### config.mk
export PLATFORM = sky130hd
export DESIGN_NAME = shift_upset_tester
export DESIGN_NICKNAME = d
export VERILOG_FILES = /design/src/rtl/shift_upset_pkg.sv /design/src/rtl/sut_lfsr.sv /design/src/rtl/sut_err_counter.sv /design/src/rtl/sut_sequencer.sv /design/src/rtl/shift_upset_tester.sv
export SDC_FILE = /design/constraint.sdc
export NUM_CORES = 1
export LEC_CHECK = 0
export BUFFER_PORTS_ARGS = -buffer_cell sky130_fd_sc_hd__buf_2
export CORE_MARGIN = 10
export CORE_UTILIZATION = 40
export CTS_BUF_LIST = sky130_fd_sc_hd__clkbuf_4 sky130_fd_sc_hd__clkbuf_8
export DETAILED_ROUTE_END_ITERATION = 6
export GPL_TIMING_DRIVEN = 0
export PLACE_DENSITY = 0.7
export SYNTH_ARGS = -nofsm -noshare
export SYNTH_HDL_FRONTEND = slang
export SYNTH_HIERARCHICAL = 1
export SYNTH_SLANG_ARGS = --single-unit
### constraint.sdc
create_clock -name clk -period 2.8 [get_ports clk]
set_input_delay 0.56 -clock clk [delete_from_list [all_inputs] [get_ports clk]]
set_output_delay 0.56 -clock clk [all_outputs]
set_load 0.01 [all_outputs]
### src/rtl/shift_upset_pkg.sv
// Shared types for the shift-chain upset tester.
// Assumes: one clock domain; users import the whole package.
package shift_upset_pkg;
    typedef enum logic [2:0] {
        ST_IDLE,
        ST_LOAD,
        ST_HOLD,
        ST_READ,
        ST_RUN,
        ST_DONE
    } seq_state_t;
endpackage

### src/rtl/sut_lfsr.sv
// Fibonacci LFSR that shifts left and outputs its top bit.
// Assumes: TAPS describes a maximal-length polynomial; a zero seed
// would lock up, so it is replaced with 1 when loaded.
module sut_lfsr #(
    parameter int          W    = 16,
    parameter logic [15:0] TAPS = 16'hB400
) (
    input  logic         clk,
    input  logic         rst_n,
    input  logic         load_i,
    input  logic [W-1:0] seed_i,
    input  logic         adv_i,
    output logic         bit_o
);
    logic [W-1:0] state_q;
    logic         fb;

    // feedback is the parity of the tapped bits
    always_comb fb = ^(state_q & TAPS[W-1:0]);

    // reseed on load, advance by one step on adv
    always_ff @(posedge clk) begin
        if (!rst_n)
            state_q <= {{(W-1){1'b0}}, 1'b1};
        else if (load_i)
            state_q <= (seed_i == '0) ? {{(W-1){1'b0}}, 1'b1} : seed_i;
        else if (adv_i)
            state_q <= {state_q[W-2:0], fb};
    end

    assign bit_o = state_q[W-1];
endmodule

### src/rtl/sut_err_counter.sv
// Saturating mismatch counter, cleared synchronously at a test start.
// Assumes: inc_i and clear_i are single-cycle qualifiers; clear wins.
module sut_err_counter #(
    parameter int ERR_W = 32
) (
    input  logic             clk,
    input  logic             rst_n,
    input  logic             clear_i,
    input  logic             inc_i,
    output logic [ERR_W-1:0] cnt_o
);
    localparam logic [ERR_W-1:0] MAXV = '1;

    // count up on mismatch, hold at the top value
    always_ff @(posedge clk) begin
        if (!rst_n)
            cnt_o <= '0;
        else if (clear_i)
            cnt_o <= '0;
        else if (inc_i && cnt_o != MAXV)
            cnt_o <= cnt_o + 1'b1;
    end

    // a full counter stays full until cleared
    a_r9_saturate: assert property (@(posedge clk) disable iff (!rst_n)
        ($past(cnt_o) == MAXV && !$past(clear_i)) |-> cnt_o == MAXV);
    // without a clear the count never decreases
    a_r7_monotonic: assert property (@(posedge clk) disable iff (!rst_n)
        !$past(clear_i) |-> cnt_o >= $past(cnt_o));
    // at most one per cycle
    a_r7_single_step: assert property (@(posedge clk) disable iff (!rst_n)
        !$past(clear_i) |-> (cnt_o - $past(cnt_o)) <= 1);
endmodule

### src/rtl/sut_sequencer.sv
// Phase sequencer: load, hold, readback for the static test, and
// load then continuous run for the dynamic test.
// Assumes: CHAIN_LEN >= 2; hold inputs are read live during the hold.
module sut_sequencer
    import shift_upset_pkg::*;
#(
    parameter int CHAIN_LEN = 1024,
    parameter int HOLD_W    = 32
) (
    input  logic              clk,
    input  logic              rst_n,
    input  logic              start_i,
    input  logic              mode_dyn_i,
    input  logic              stop_i,
    input  logic [HOLD_W-1:0] hold_cycles_i,
    input  logic              hold_ext_i,
    input  logic              release_i,
    output logic              begin_o,
    output logic              gen_adv_o,
    output logic              chk_adv_o,
    output logic              chain_en_o,
    output logic              done_o
);
    localparam int             POS_W = $clog2(CHAIN_LEN);
    localparam logic [POS_W-1:0] LAST = POS_W'(CHAIN_LEN - 1);

    seq_state_t        state_q;
    logic [POS_W-1:0]  pos_q;
    logic [HOLD_W-1:0] hcnt_q;
    logic              dyn_q;
    logic              stop_pend_q;
    logic              idle_like;
    logic              hold_over;

    // start is honoured only when no test is running
    always_comb idle_like = (state_q == ST_IDLE) || (state_q == ST_DONE);
    // the hold ends on the release pulse or the programmed count
    always_comb hold_over = hold_ext_i ? release_i : (hcnt_q == hold_cycles_i);

    // phase state, chain position and hold timer
    always_ff @(posedge clk) begin
        if (!rst_n) begin
            state_q     <= ST_IDLE;
            pos_q       <= '0;
            hcnt_q      <= '0;
            dyn_q       <= 1'b0;
            stop_pend_q <= 1'b0;
        end else begin
            case (state_q)
                ST_IDLE, ST_DONE: begin
                    if (start_i) begin
                        state_q     <= ST_LOAD;
                        pos_q       <= '0;
                        dyn_q       <= mode_dyn_i;
                        stop_pend_q <= 1'b0;
                    end
                end
                ST_LOAD: begin
                    if (dyn_q && stop_i) stop_pend_q <= 1'b1;
                    if (pos_q == LAST) begin
                        pos_q   <= '0;
                        hcnt_q  <= '0;
                        state_q <= dyn_q ? ST_RUN : ST_HOLD;
                    end else begin
                        pos_q <= pos_q + 1'b1;
                    end
                end
                ST_HOLD: begin
                    if (hold_over) state_q <= ST_READ;
                    else           hcnt_q  <= hcnt_q + 1'b1;
                end
                ST_READ: begin
                    if (pos_q == LAST) state_q <= ST_DONE;
                    else               pos_q   <= pos_q + 1'b1;
                end
                ST_RUN: begin
                    if (stop_i) stop_pend_q <= 1'b1;
                    if (pos_q == LAST) begin
                        pos_q <= '0;
                        if (stop_pend_q || stop_i) state_q <= ST_DONE;
                    end else begin
                        pos_q <= pos_q + 1'b1;
                    end
                end
                default: state_q <= ST_IDLE;
            endcase
        end
    end

    // per-phase controls for the generators, comparator and chain
    always_comb begin
        begin_o    = idle_like && start_i;
        gen_adv_o  = (state_q == ST_LOAD) || (state_q == ST_RUN);
        chk_adv_o  = (state_q == ST_READ) || (state_q == ST_RUN);
        chain_en_o = gen_adv_o || (state_q == ST_READ);
        done_o     = (state_q == ST_DONE);
    end

    // a hold is entered only from the final load position
    a_r3_hold_after_full_load: assert property (@(posedge clk) disable iff (!rst_n)
        (state_q == ST_HOLD && $past(state_q) == ST_LOAD) |-> $past(pos_q) == LAST);
    // every run finishes on a chain boundary
    a_r8_done_on_boundary: assert property (@(posedge clk) disable iff (!rst_n)
        $rose(done_o) |-> $past(pos_q) == LAST);
    // no checking while a dynamic run is filling
    a_r6_no_check_in_load: assert property (@(posedge clk) disable iff (!rst_n)
        (state_q == ST_LOAD) |-> !chk_adv_o);
endmodule

### src/rtl/shift_upset_tester.sv
// Top of the shift-chain upset tester: a stimulus LFSR feeds the chain,
// a matching LFSR one chain-length behind predicts the returned bits,
// and mismatches are counted.
// Assumes: the chain shifts once per cycle while chain_en_o is high and
// chain_so_i shows the oldest cell combinationally.
module shift_upset_tester
    import shift_upset_pkg::*;
#(
    parameter int CHAIN_LEN = 1024,
    parameter int HOLD_W    = 32,
    parameter int ERR_W     = 32
) (
    input  logic              clk,
    input  logic              rst_n,
    input  logic              start_i,
    input  logic              mode_dyn_i,
    input  logic              stop_i,
    input  logic [15:0]       seed_i,
    input  logic [HOLD_W-1:0] hold_cycles_i,
    input  logic              hold_ext_i,
    input  logic              release_i,
    input  logic              chain_so_i,
    output logic              chain_si_o,
    output logic              chain_en_o,
    output logic [ERR_W-1:0]  err_cnt_o,
    output logic              done_o
);
    logic begin_w, gen_adv, chk_adv, exp_bit, mismatch;

    sut_sequencer #(.CHAIN_LEN(CHAIN_LEN), .HOLD_W(HOLD_W)) u_seq (
        .clk(clk), .rst_n(rst_n), .start_i(start_i), .mode_dyn_i(mode_dyn_i),
        .stop_i(stop_i), .hold_cycles_i(hold_cycles_i), .hold_ext_i(hold_ext_i),
        .release_i(release_i), .begin_o(begin_w), .gen_adv_o(gen_adv),
        .chk_adv_o(chk_adv), .chain_en_o(chain_en_o), .done_o(done_o)
    );

    sut_lfsr #(.W(16)) u_gen (
        .clk(clk), .rst_n(rst_n), .load_i(begin_w), .seed_i(seed_i),
        .adv_i(gen_adv), .bit_o(chain_si_o)
    );

    sut_lfsr #(.W(16)) u_chk (
        .clk(clk), .rst_n(rst_n), .load_i(begin_w), .seed_i(seed_i),
        .adv_i(chk_adv), .bit_o(exp_bit)
    );

    // compare only on shifts that return loaded data
    always_comb mismatch = chk_adv && (chain_so_i != exp_bit);

    sut_err_counter #(.ERR_W(ERR_W)) u_err (
        .clk(clk), .rst_n(rst_n), .clear_i(begin_w), .inc_i(mismatch),
        .cnt_o(err_cnt_o)
    );

    // a start always leaves a zero count behind it
    a_r2_start_clears: assert property (@(posedge clk) disable iff (!rst_n)
        $past(begin_w) |-> err_cnt_o == '0);
endmodule

[Word level (Yosys, flattened, before mapping)]
Index checks and enable logic that the tools add are counted.
Storage, ports and cells
  flip-flop bits (word level): 111
  output and inout bits: 35
  bits of input ports: 56
  memories kept: 0
  bits in read-only memories: 0
  word-level logic and storage cells: 82
  bits in latches: 0
  memory bits (writable): 0
Cells by class
  reduce and logical (&&, ||, !) cells: 26
  add/sub/neg operators: 3
  shift operators: 0
  magnitude comparators: 0
  bitwise gates (word level): 1
  $mul: 0
  equality and inequality tests: 19
  muxes and demuxes: 25
  divide/modulo/power cells: 0
Operator list (number)
  $mux W16: 5
  $add A32 B1 Y32 const B: 2
  $mux W32: 2
  $pmux W32 S2: 1
  $eq A32 B32 Y1: 1
  $ne A32 B32 Y1 const B: 1
  $reduce_xor A16 Y1: 2
  $mux W10: 3
  $pmux W10 S3: 1
  $mux W3: 7
  $logic_not A16 Y1: 1
  $pmux W3 S5: 1
  $ne A2 B1 Y1 const B: 6
  $add A10 B1 Y10 const B: 1
  $eq A10 B10 Y1 const B: 1
  $ne A2 B2 Y1 const B: 4
  $eq A3 B2 Y1 const B: 2
  $eq A3 B3 Y1 const B: 2
  $reduce_and A3 Y1: 2
  $reduce_and A6 Y1: 1
  $reduce_bool A2 Y1: 3
  $reduce_bool A3 Y1: 2
  $reduce_or A2 Y1: 3
  $logic_or A1 B1 Y1: 5
  9 further kinds: 15

[Logic depth before layout (Yosys ltp)]
Gate-level depths: netlist (run 1).
  depth in word-level cells: 4
  gate-level depth with buffers: 10
  gate-level depth less buffers: 7

[By module]
The synthesis (run 1) kept the hierarchy.
By module, submodules not included
  sut_sequencer: cells each 394, area each 3193.1 um2, seq. area each 940.9 um2, instances 1
  sut_err_counter: cells each 203, area each 1667.8 um2, seq. area each 640.6 um2, instances 1
  sut_lfsr: cells each 94, area each 770.7 um2, seq. area each 320.3 um2, instances 2
  shift_upset_tester: cells each 2, area each 15.0 um2, seq. area each 0.0 um2, instances 1

[Worst setup path after synthesis (run 1)]
No wires, ideal clock.
  path kind: input to register
  start point: in start_i
  end point: reg u_err.cnt_o[0]
  slack: 0.148 ns
  stages: 6
  required time: 2.672 ns
  data arrival time: 2.525 ns
  path buffers: 3
  setup time: 0.128 ns
  cell sequence: clkbuf_1 nor3b_1 nand2b_1 clkbuf_1 clkbuf_1 nor2_1
Between the ends
  longest elaborated chain between the ends: 2
Ends and longest elaborated chain
  from (decl): line shift_upset_tester.sv:15  | input logic start_i,
  $logic_and A1 B1 Y1: line sut_sequencer.sv:92  | begin_o = idle_like && start_i;
  via begin_w: line shift_upset_tester.sv:28  | logic begin_w, gen_adv, chk_adv, exp_bit, mismatch;
  $reduce_or A2 Y1 (no source line)
  to (signal assigned): line sut_err_counter.sv:21  | cnt_o <= cnt_o + 1'b1;
  to (decl): line sut_err_counter.sv:10  | output logic [ERR_W-1:0] cnt_o
The timed path passes the listed nets, and every way through them passes these cells.
A chain may end at the register's enable or synchronous reset.

[Worst setup path after layout (run 1)]
  start point: reg u_seq.state_q[2]
  end point: reg u_err.cnt_o[20]
Between the ends
  longest elaborated chain between the ends: 4
  elaborated cells on any way between the ends: 10
  classes of those cells: eq/ne: 3; reduce/logical: 7
Ends and longest elaborated chain
  from (decl): line sut_sequencer.sv:27  | seq_state_t state_q;
  from (signal assigned): line sut_sequencer.sv:63  | state_q <= dyn_q ? ST_RUN : ST_HOLD;
  $eq A3 B3 Y1 / $logic_not A3 Y1 (equally long branches): line sut_sequencer.sv:36  | always_comb idle_like = (state_q == ST_IDLE) || (state_q == ST_DONE);
  $logic_or A1 B1 Y1 (*): line sut_sequencer.sv:36
  $logic_and A1 B1 Y1 (*): line sut_sequencer.sv:92
  via begin_w: line shift_upset_tester.sv:28
  $reduce_or A2 Y1 (no source line) (*)
Mark *: on every way through the listed nets, which the timed path passes. The rest lies on a longest branch.

==> results of run 1 <==
==> cell usage after synthesis (3+ instances only) <==
| cell | number | share of area (%) |
|---|---|---|
| nor2_1 | 114 | 6.7 |
| dfxtp_1 | 111 | 35 |
| a21oi_1 | 81 | 6.3 |
| nand2_1 | 44 | 2.6 |
| xor2_1 | 41 | 5.6 |
| mux2i_1 | 37 | 5.8 |
| nand3_1 | 37 | 2.9 |
| clkbuf_1 | 28 | 1.6 |
| nand4_1 | 27 | 2.6 |
| and3_1 | 20 | 1.9 |
| or3_1 | 17 | 1.7 |
| xnor2_1 | 16 | 2.2 |
| buf_2 | 15 | 1.2 |
| o21ai_0 | 14 | 1.1 |
| nor4_1 | 13 | 1.3 |
| nor3_1 | 12 | 0.94 |
| o21ai_1 | 12 | 0.94 |
| a31oi_1 | 10 | 0.97 |
| a311oi_1 | 9 | 1.2 |
| inv_1 | 9 | 0.53 |
| a41oi_1 | 8 | 1.1 |
| and2_1 | 6 | 0.58 |
| and4_1 | 6 | 0.82 |
| nor4_2 | 6 | 1.2 |
| buf_4 | 5 | 0.58 |
| nor2b_1 | 5 | 0.49 |
| o31a_1 | 5 | 0.68 |
| a211oi_1 | 4 | 0.47 |
| buf_6 | 4 | 0.70 |
| nand2b_1 | 4 | 0.39 |
| o22ai_1 | 4 | 0.39 |
| a22oi_1 | 3 | 0.35 |
| a311oi_2 | 3 | 0.70 |
| ha_1 | 3 | 0.58 |
| nand4_2 | 3 | 0.58 |
| nand4b_1 | 3 | 0.41 |
| o211ai_1 | 3 | 0.35 |
| or2_2 | 3 | 0.29 |
| or4_1 | 3 | 0.35 |
==> sequential cells by signal (all words and copies together) (netlist names) <==
signal,cells
u_err/cnt_o,32
u_seq/hcnt_q,32
u_chk/state_q,16
u_gen/state_q,16
u_seq/pos_q,10
u_seq/state_q,3
u_seq/dyn_q,1
u_seq/stop_pend_q,1
==> where the power goes <==
part | total [mW] | internal, mW | leakage [nW] | switching (mW)
combinational | 0.610 | 0.250 | 1.84 | 0.360
clock | 1.09 | 0.505 | 0.105 | 0.581
sequential | 1.69 | 1.65 | 0.900 | 0.0405
==> metrics by stage <==
stage / instances / hold WS, ps / setup slack, ps / cell area (sq um)
floorplan: 787 / 472 / 148 / 6420
global placement: 1092 / 468 / -729 / 7130
detailed placement: 1092 / 482 / -241 / 7140
CTS: 1110 / 396 / 2.96 / 7380
global route: 1113 / 403 / 19.3 / 7410
finish: 1113 / 419 / 179 / 7410
==> layout by cell type (no fill, tap or decap), drive strengths merged, types with 4 or more instances in the layout <==
cell type / netlist / routed
inv: 9 / 9
xor2: 41 / 41
nor2: 114 / 114
clkbuf: 28 / 36
and4: 6 / 6
mux2i: 37 / 37
a211oi: 4 / 4
or3: 17 / 17
nand4: 30 / 30
a31oi: 10 / 10
nand3: 39 / 39
a41oi: 8 / 8
nor2b: 5 / 5
a2111oi: 4 / 4
nand2: 44 / 44
and3: 20 / 20
or4: 4 / 4
o31a: 5 / 5
a21oi: 82 / 82
nand2b: 4 / 4
o22ai: 4 / 4
dfxtp: 111 / 111
and2: 7 / 7
nor3: 14 / 14
nor4: 20 / 20
a311oi: 12 / 12
o31ai: 4 / 4
buf: 24 / 119
xnor2: 16 / 16
o21ai: 26 / 26
==> worst max-delay path: cells and delay by family, from the launching register on <==
| family | cells | cell delay, ps |
|---|---|---|
| flops | 1 | 330 |
| xor+xnor | 1 | 200 |
| simple gates | 3 | 880 |
| buf+inv | 3 | 1080 |
==> per-layer routing <==
metal  share of wire (%)  GRT usage [%]  up-vias
met5                   0              0        -
met4                 2.0           5.26        0
met3                 6.7           3.52       24
met2                  45           25.3      242
met1                  46           21.6     2939
li1                    -              -     3092
==> what timing repair did <==
item / CTS / global route
pin swaps: 1 / 1
resized for setup: 3 / 3
buffers inserted: 2 / 4
setup endpoints to repair: 23 / 23
==> path summary, 6_finish.rpt <==
kind | end | cells past startpoint
setup reg to reg | u_err/cnt_o[20] | 7
hold / removal | u_seq/dyn_q | 3
hold reg to reg | u_err/cnt_o[30] | 2
setup / recovery | u_err/cnt_o[20] | 7
==> cell families after synthesis <==
family / after synthesis
AOI/OAI and AO/OA: 183
xor gates and xnor gates: 57
DFF: 111
muxes: 37
adders and majority gates: 3
buffers and inverters: 61
and+or+nand+nor: 335
==> area by class of cell <==
| class | instances | area [sq um] |
|---|---|---|
| multi-input combinational | 615 | 3910 |
| clock inverter | 7 | 97.6 |
| inverter | 9 | 33.8 |
| fill | 1563 | 8420 |
| tap | 216 | 270 |
| buffer | 51 | 262 |
| clock buffer | 9 | 124 |
| timing repair buffer | 95 | 490 |
| sequential | 111 | 2220 |
==> impl_metrics.py, run 1 <==
metrics = {
    "outcome": {
        "status": "finished clean",
    },
    "floorplan": {
        "core_area_sq_mm": 0.0158,
        "die_area_sq_mm": 0.0215,
        "io_pins": 91,
        "die_w_um": 147,
        "start_util_pct": 40.5,
        "rows": 46,
        "die-height_um": 147,
    },
    "synthesis": {
        "muxShareOfSynthArea_pct": 5.77,
        "synth_seq_cells": 111,
        "syn_inst": 787,
        "synth_top_family_by_area": "simple AND/OR/NAND/NOR gates",
        "synth-xor-area-share_pct": 7.78,
        "synthFlopType": "dfxtp_1",
        "syn_nets": 846,
        "yosys_warnings": 6,
        "synthArstFlopShare_pct": 0,
        "synth_area_per_cell_sq_um": 8.15,
        "ys_types": 68,
        "synth_seq_area_share_pct": 34.6,
        "synth-edff-count": 0,
        "synth-compound-area-share_pct": 19.0,
        "synth_fa_ha_area_share_pct": 0.585,
        "synth-simple-area-share_pct": 27.6,
        "synth_area_sq_mm": 0.00642,
    },
    "clock_network": {
        "clock-root-buffer": "clkbuf_8",
        "cts_buffer_depth": 2,
        "cts_tree": "built",
        "clock_sinks": 111,
        "clock_latency_ps": 400,
        "htree_levels": 3,
        "cts_buffers": 9,
        "cts.clk_slew.worst_paths_ps": 100,
        "ctsHoldBuffers": 0,
    },
    "finish": {
        "nets": 951,
        "final_core_util_pct": 46.8,
        "final_layout_size_suffix_gt1_share_pct": 18.8,
        "diodes": 0,
        "syn_to_final_growth_pct": 15.5,
    },
    "worst_setup_path": {
        "worstSetupStartpointType": "flop",
        "rrSetupSlack_ps": 180,
        "crit_slowest_cell": "nor3b_4",
        "crit_start": "u_seq/state_q[2]",
        "crit_top_cell": "clkbuf_1",
        "worst_setup_path_end_kind": "flop",
        "crit_required_ps": 3070,
        "cp_slowest_stage_delay_ps": 500,
        "cp.arrival_ps": 2890,
        "crit_chain": "buf_2, xor2_1, nor3b_4, nand2b_1, clkbuf_1, clkbuf_1, nor2_1",
        "r2r-start": "u_seq/state_q[2]",
        "path_class": "reg -> reg",
        "worstPathMaxFanout": 12,
    },
    "timing": {
        "rsz0062_at_grt": "false",
        "worstMarginPinSlew_ps": 769,
        "period_needed_ps": 2620,
        "finalCritPeriodShare_pct": 93.6,
        "setup_violations": 0,
        "finClkSkew_ps": 13.2,
        "fmax_ghz": 0.382,
        "hold_violations": 0,
        "slew_headroom_pct": 48.5,
        "tns_ps": 0,
        "drv_slew": 0,
    },
    "power": {
        "power_leakage_nw": 2.85,
        "power_mw": 3.38,
        "ir_worst_vdd_uv": 280,
        "power_density_mw_per_mm2": 456,
    },
    "route": {
        "vias": 6297,
        "via_per_inst": 5.66,
        "post-route-drc-count": 0,
        "antenna_left": 0,
        "wl_per_cell_um": 16.3,
        "wirelength_mm": 18.2,
        "dr.pass1.iters": 6,
        "first_iter_violations": 704,
    },
    "placed_design": {
        "port_buffers": 89,
        "gp_congestion": 0.883,
        "dp_hpwl_mm": 13.2,
    },
    "hold_path": {
        "hold_path_class": "in -> reg",
        "hold_start": "mode_dyn_i",
    },
    "grt": {
        "antenna_found_initial": 0,
        "grt_max_degree": 19,
        "grt_usage_pct": 16.2,
        "first_global_vias": 5788,
        "grt_overflow": 0,
        "grt_pass1_wl_mm": 29.4,
    },
    "flow_run": {
        "maxCapViolCount": 0,
    },
}
Power figures use the tool's default switching activity.
==> run 2: changes to the inputs <==
--- a/config.mk
+++ b/config.mk
@@ -6,6 +6,7 @@
 export NUM_CORES = 1
 export LEC_CHECK = 0
 export BUFFER_PORTS_ARGS = -buffer_cell sky130_fd_sc_hd__buf_2
+export CORE_ASPECT_RATIO = 0.5
 export CORE_MARGIN = 10
 export CORE_UTILIZATION = 40
 export CTS_BUF_LIST = sky130_fd_sc_hd__clkbuf_4 sky130_fd_sc_hd__clkbuf_8
==> run 2 against run 1 <==
  * First-iteration DRC count decreased by 12%
  * Maximum frequency shrank 0.40%
  * Cell area hardly changed
  * Wire length up 3.7%
  * Register-to-register slack barely moved
  * Total power rose by 0.43%
  * Cell count fell by 0.99%
  * Critical endpoint is now u_err/cnt_o[6]
  * Largest power group unchanged
==> impl_metrics.py, run 2 (synthesized netlist as in run 1, its figures left out) <==
metrics = {
    "outcome": {
        "status": "finished clean",
    },
    "finish": {
        "reg_top3": "u_err/cnt_o: 32 flops, u_seq/hcnt_q: 32 flops",
        "nets": 952,
        "most-common-layout-cells": "114 x nor2_1, 111 x dfxtp_1, 104 x buf_2",
        "final_common_cell": "nor2_1",
        "finish.instance_area_sq_mm": 0.00741,
        "syn_to_final_growth_pct": 15.5,
        "final_layout_size_suffix_gt1_share_pct": 19.0,
        "fillers": 1515,
        "diodes": 0,
        "finalNonFillerCells": 1102,
        "final_core_util_pct": 47.6,
    },
    "clock_network": {
        "clock_sinks": 111,
        "ctsHoldBuffers": 0,
        "htree_levels": 3,
        "clock-root-buffer": "clkbuf_8",
        "cts.clk_slew.worst_paths_ps": 110,
        "cts_buffer_depth": 2,
        "cts_tree": "built",
        "clock_latency_ps": 400,
        "cts_buffers": 9,
    },
    "timing": {
        "slew_headroom_pct": 42.1,
        "worstMarginPinSlew_ps": 864,
        "tns_ps": 0,
        "hold_violations": 0,
        "setup_violations": 0,
        "holdWs_ps": 433,
        "drv_slew": 0,
        "finalCritPeriodShare_pct": 94.0,
        "period_needed_ps": 2630,
        "finClkSkew_ps": 15.1,
        "fmax_ghz": 0.380,
        "fin_ws_ps": 169,
    },
    "route": {
        "post-route-drc-count": 0,
        "antenna_left": 0,
        "vias": 6374,
        "wirelength_mm": 18.8,
        "wl_per_cell_um": 17.1,
        "first_iter_violations": 618,
        "via_per_inst": 5.78,
        "dr.pass1.iters": 7,
    },
    "worst_setup_path": {
        "crit_required_ps": 3060,
        "crit_start": "u_seq/state_q[2]",
        "ff2ff_path_depth": 7,
        "path_class": "reg -> reg",
        "worstSetupStartpointType": "flop",
        "r2r-start": "u_seq/state_q[2]",
        "worst_setup_path_end_kind": "flop",
        "worstPathMaxFanout": 11,
        "endpoint": "u_err/cnt_o[6]",
        "rrSetupSlack_ps": 170,
        "cp.arrival_ps": 2890,
        "rr_endpoint": "u_err/cnt_o[6]",
    },
    "power": {
        "power_mw": 3.40,
        "ir_worst_vdd_uv": 201,
        "power_leakage_nw": 2.86,
        "power_density_mw_per_mm2": 459,
    },
    "floorplan": {
        "rows": 32,
        "core_area_sq_mm": 0.0156,
        "die_w_um": 199,
        "io_pins": 91,
        "die_area_sq_mm": 0.0218,
        "die-height_um": 110,
        "start_util_pct": 41.2,
    },
    "grt": {
        "antenna_found_initial": 0,
        "grt_overflow": 0,
        "grt_max_degree": 21,
        "grt_use_met2_pct": 27.1,
        "met3_usage_pct": 3.60,
        "grt_busiest_layer": "met2",
        "grt_usage_pct": 16.9,
        "first_global_vias": 5938,
        "met1_usage_pct": 23.0,
        "grt_pass1_wl_mm": 30.6,
    },
    "placed_design": {
        "dp_hpwl_mm": 13.9,
        "gp_congestion": 0.954,
        "placed_cell_area_sq_mm": 0.00712,
        "dp_cells": 1080,
        "port_buffers": 89,
        "pre_cts_ws_ps": -291,
    },
    "flow_run": {
        "maxCapViolCount": 0,
    },
    "hold_path": {
        "worstHoldPathCells": 3,
        "hold_path_class": "in -> reg",
    },
}
==> run 2: how the worst min path moves through the flow <==
stage / start / endpoint
2_1_floorplan: u_seq/pos_q[9] / u_seq/pos_q[9]
3_3_place_gp: u_err/cnt_o[30] / u_err/cnt_o[30]
3_5_place_dp: u_err/cnt_o[30] / u_err/cnt_o[30]
4_1_cts: mode_dyn_i / u_seq/dyn_q
5_1_grt: mode_dyn_i / u_seq/dyn_q
6_report: mode_dyn_i / u_seq/dyn_q
==> run 2: worst max-delay path, cell delays in order, from the launching register on <==
cell and delay [ps]:
dfxtp_1 340, buf_2 220, xor2_1 200, nor3b_4 490, nand2b_1 290, clkbuf_1 430
clkbuf_1 450, a21oi_1 80
==> run 2: report_power, final <==
group | switching (mW) | leakage, nW | internal, mW
clock | 0.625 | 0.113 | 0.462
sequential | 0.0425 | 0.900 | 1.65
combinational | 0.367 | 1.85 | 0.254
total | 1.03 | 2.86 | 2.36
==> run 2: layout make-up <==
class / count / area (sq um) / share of cell area, %
clock buffer: 10 / 138 / 1.86
tap: 204 / 255 / 3.44
inverter: 9 / 33.8 / 0.456
clock inverter: 6 / 88.8 / 1.20
buffer: 51 / 263 / 3.55
sequential: 111 / 2220 / 30.0
timing repair buffer: 96 / 498 / 6.72
multi-input combinational: 615 / 3910 / 52.8
==> run 2: routing by layer <==
metal / up-vias / part of all wire, %
met4: 0 / 1.3
met3: 29 / 7.4
met1: 3012 / 46
met5: - / 0
met2: 236 / 45
li1: 3097 / -
==> run 2: timing repair <==
| action | CTS | global route |
|---|---|---|
| pin swaps | 1 | 1 |
| resized for setup | 3 | 5 |
| setup buffers | 2 | 5 |
| setup endpoints to repair | 23 | 23 |
==> run 3: changes to the inputs <==
--- a/config.mk
+++ b/config.mk
@@ -8,11 +8,11 @@
 export BUFFER_PORTS_ARGS = -buffer_cell sky130_fd_sc_hd__buf_2
 export CORE_ASPECT_RATIO = 0.5
 export CORE_MARGIN = 10
-export CORE_UTILIZATION = 40
+export CORE_UTILIZATION = 54
 export CTS_BUF_LIST = sky130_fd_sc_hd__clkbuf_4 sky130_fd_sc_hd__clkbuf_8
 export DETAILED_ROUTE_END_ITERATION = 6
 export GPL_TIMING_DRIVEN = 0
-export PLACE_DENSITY = 0.7
+export PLACE_DENSITY = 0.88
 export SYNTH_ARGS = -nofsm -noshare
 export SYNTH_HDL_FRONTEND = slang
 export SYNTH_HIERARCHICAL = 1
==> run 3 against run 2 <==
  * Sequential cell count unchanged
  * Utilization increased by 15 points
  * Clock-buffer cell count increased by 2
  * Worst hold slack got worse by 29 ps
  * First-iteration DRC count increased by 20%
  * Clock skew increased by 8.6 ps
  * Cell count decreased by 3.7%
  * Sequential power about the same
  * Global-route usage increased by 3.4 points
  * Combinational power about the same
  * Critical path depth unchanged
==> impl_metrics.py, run 3 (synthesized netlist as in run 1, its figures left out) <==
metrics = {
    "route": {
        "dr.pass1.iters": 5,
        "via_per_inst": 6.20,
        "first_iter_violations": 744,
        "wl_per_cell_um": 17.4,
        "post-route-drc-count": 0,
        "wirelength_mm": 18.5,
        "vias": 6581,
        "antenna_left": 0,
    },
    "clock_network": {
        "cts_buffers": 9,
        "clock-root-buffer": "clkbuf_8",
        "clock_sinks": 111,
        "htree_levels": 3,
        "cts_buffer_depth": 2,
        "cts.clk_slew.worst_paths_ps": 100,
        "clock_latency_ps": 400,
        "cts_tree": "built",
    },
    "hold_path": {
        "hold_path_class": "in -> reg",
    },
    "worst_setup_path": {
        "worstSetupStartpointType": "flop",
        "crit_chain": "buf_2, xor2_1, nor3b_4, nand2b_1, clkbuf_1, clkbuf_1, nor2_1",
        "cp_top_family": "buffers and inverters",
        "crit_top_cell": "clkbuf_1",
        "crit_slowest_cell": "clkbuf_1",
        "cp.arrival_ps": 2920,
        "worstPathMaxFanout": 10,
        "crit_required_ps": 3060,
        "path_class": "reg -> reg",
        "cp_slowest_stage_delay_ps": 460,
        "crit_buf_inv": 3,
        "worst_setup_path_end_kind": "flop",
    },
    "floorplan": {
        "core_area_sq_mm": 0.0117,
        "die_area_sq_mm": 0.0169,
        "die_w_um": 174,
        "rows": 28,
        "io_pins": 91,
        "start_util_pct": 54.8,
        "die-height_um": 97.1,
    },
    "power": {
        "ir_worst_vdd_uv": 228,
        "power_mw": 3.28,
        "power_leakage_nw": 2.84,
        "power_density_mw_per_mm2": 449,
    },
    "finish": {
        "syn_to_final_growth_pct": 13.9,
        "final_core_util_pct": 62.5,
        "most-common-layout-cells": "114 x nor2_1, 111 x dfxtp_1, 104 x buf_2",
        "fillers": 1029,
        "reg_top3": "u_err/cnt_o: 32 flops, u_seq/hcnt_q: 32 flops",
        "final_layout_size_suffix_gt1_share_pct": 18.9,
        "diodes": 0,
        "final_common_cell": "nor2_1",
        "nets": 950,
    },
    "placed_design": {
        "port_buffers": 89,
        "dp_hpwl_mm": 13.4,
        "pre_cts_ws_ps": -280,
        "gp_congestion": 0.976,
    },
    "timing": {
        "period_needed_ps": 2660,
        "holdWs_ps": 404,
        "rsz0062_at_grt": "false",
        "hold_violations": 0,
        "slew_headroom_pct": 47.2,
        "fmax_ghz": 0.376,
        "finalCritPeriodShare_pct": 94.9,
        "fin_ws_ps": 144,
        "setup_violations": 0,
        "drv_slew": 0,
        "finClkSkew_ps": 23.7,
        "worstMarginPinSlew_ps": 789,
    },
    "flow_run": {
        "maxCapViolCount": 0,
    },
    "grt": {
        "grt_usage_pct": 20.3,
        "grt_overflow": 0,
        "grt_max_degree": 19,
        "antenna_found_initial": 0,
        "grt_pass1_wl_mm": 29.1,
        "first_global_vias": 5837,
    },
    "outcome": {
        "status": "finished clean",
    },
}
[run 3: final cells by class]
type / count / area (sq um) / share of cell area, %
Buffer: 51 / 262 / 3.58
Clock inverter: 4 / 35.0 / 0.479
Clock buffer: 12 / 153 / 2.09
Inverter: 9 / 33.8 / 0.462
Tap cell: 165 / 206 / 2.82
Sequential cell: 111 / 2220 / 30.4
Multi-Input combinational cell: 615 / 3920 / 53.6
Timing Repair Buffer: 94 / 483 / 6.61
[run 3: power by group]
part | internal, mW | total [mW] | switching (mW) | leakage, nW
combinational | 0.244 | 0.623 | 0.379 | 1.84
clock | 0.381 | 0.970 | 0.589 | 0.0988
sequential | 1.65 | 1.69 | 0.0430 | 0.900
[run 3: per-stage QoR]
stage | std cells | area (sq um) | setup TNS (ps)
after floorplan | 787 | 6420 | 0
after global placement | 1041 | 7070 | -22680
after detailed placement | 1041 | 7070 | -4940
after CTS | 1059 | 7290 | 0
after global routing | 1061 | 7310 | 0
final | 1061 | 7310 | 0
[run 3: final timing paths]
path	start	end	slack (ps)	depth (start not counted)
worst max-delay path	u_seq/state_q[2]	u_err/cnt_o[20]	140	7
worst min-delay path	mode_dyn_i	u_seq/dyn_q	400	3
worst max register to register	u_seq/state_q[2]	u_err/cnt_o[20]	140	7
worst min register to register	u_err/cnt_o[30]	u_err/cnt_o[30]	500	2
[run 3: per-layer routing]
metal / wire [um] / GRT usage [%]
met1: 7820 / 26.3
met2: 8610 / 32.3
met5: 0 / 0
met4: 221 / 6.14
met3: 1810 / 5.20
[run 3: timing repair]
item                       4_1_cts  5_1_grt
hold buffers                     0        0
setup endpoints to repair       23       21
buffers inserted                 3        2
pin swaps                        1        1
gates resized for setup          5        2
[run 3: worst reg2reg max path, cell delays in order (launching register included)]
cell and delay [ps]:
dfxtp_1 350, buf_2 230, xor2_1 200, nor3b_4 450, nand2b_1 290, clkbuf_1 430, clkbuf_1 470, nor2_1 120
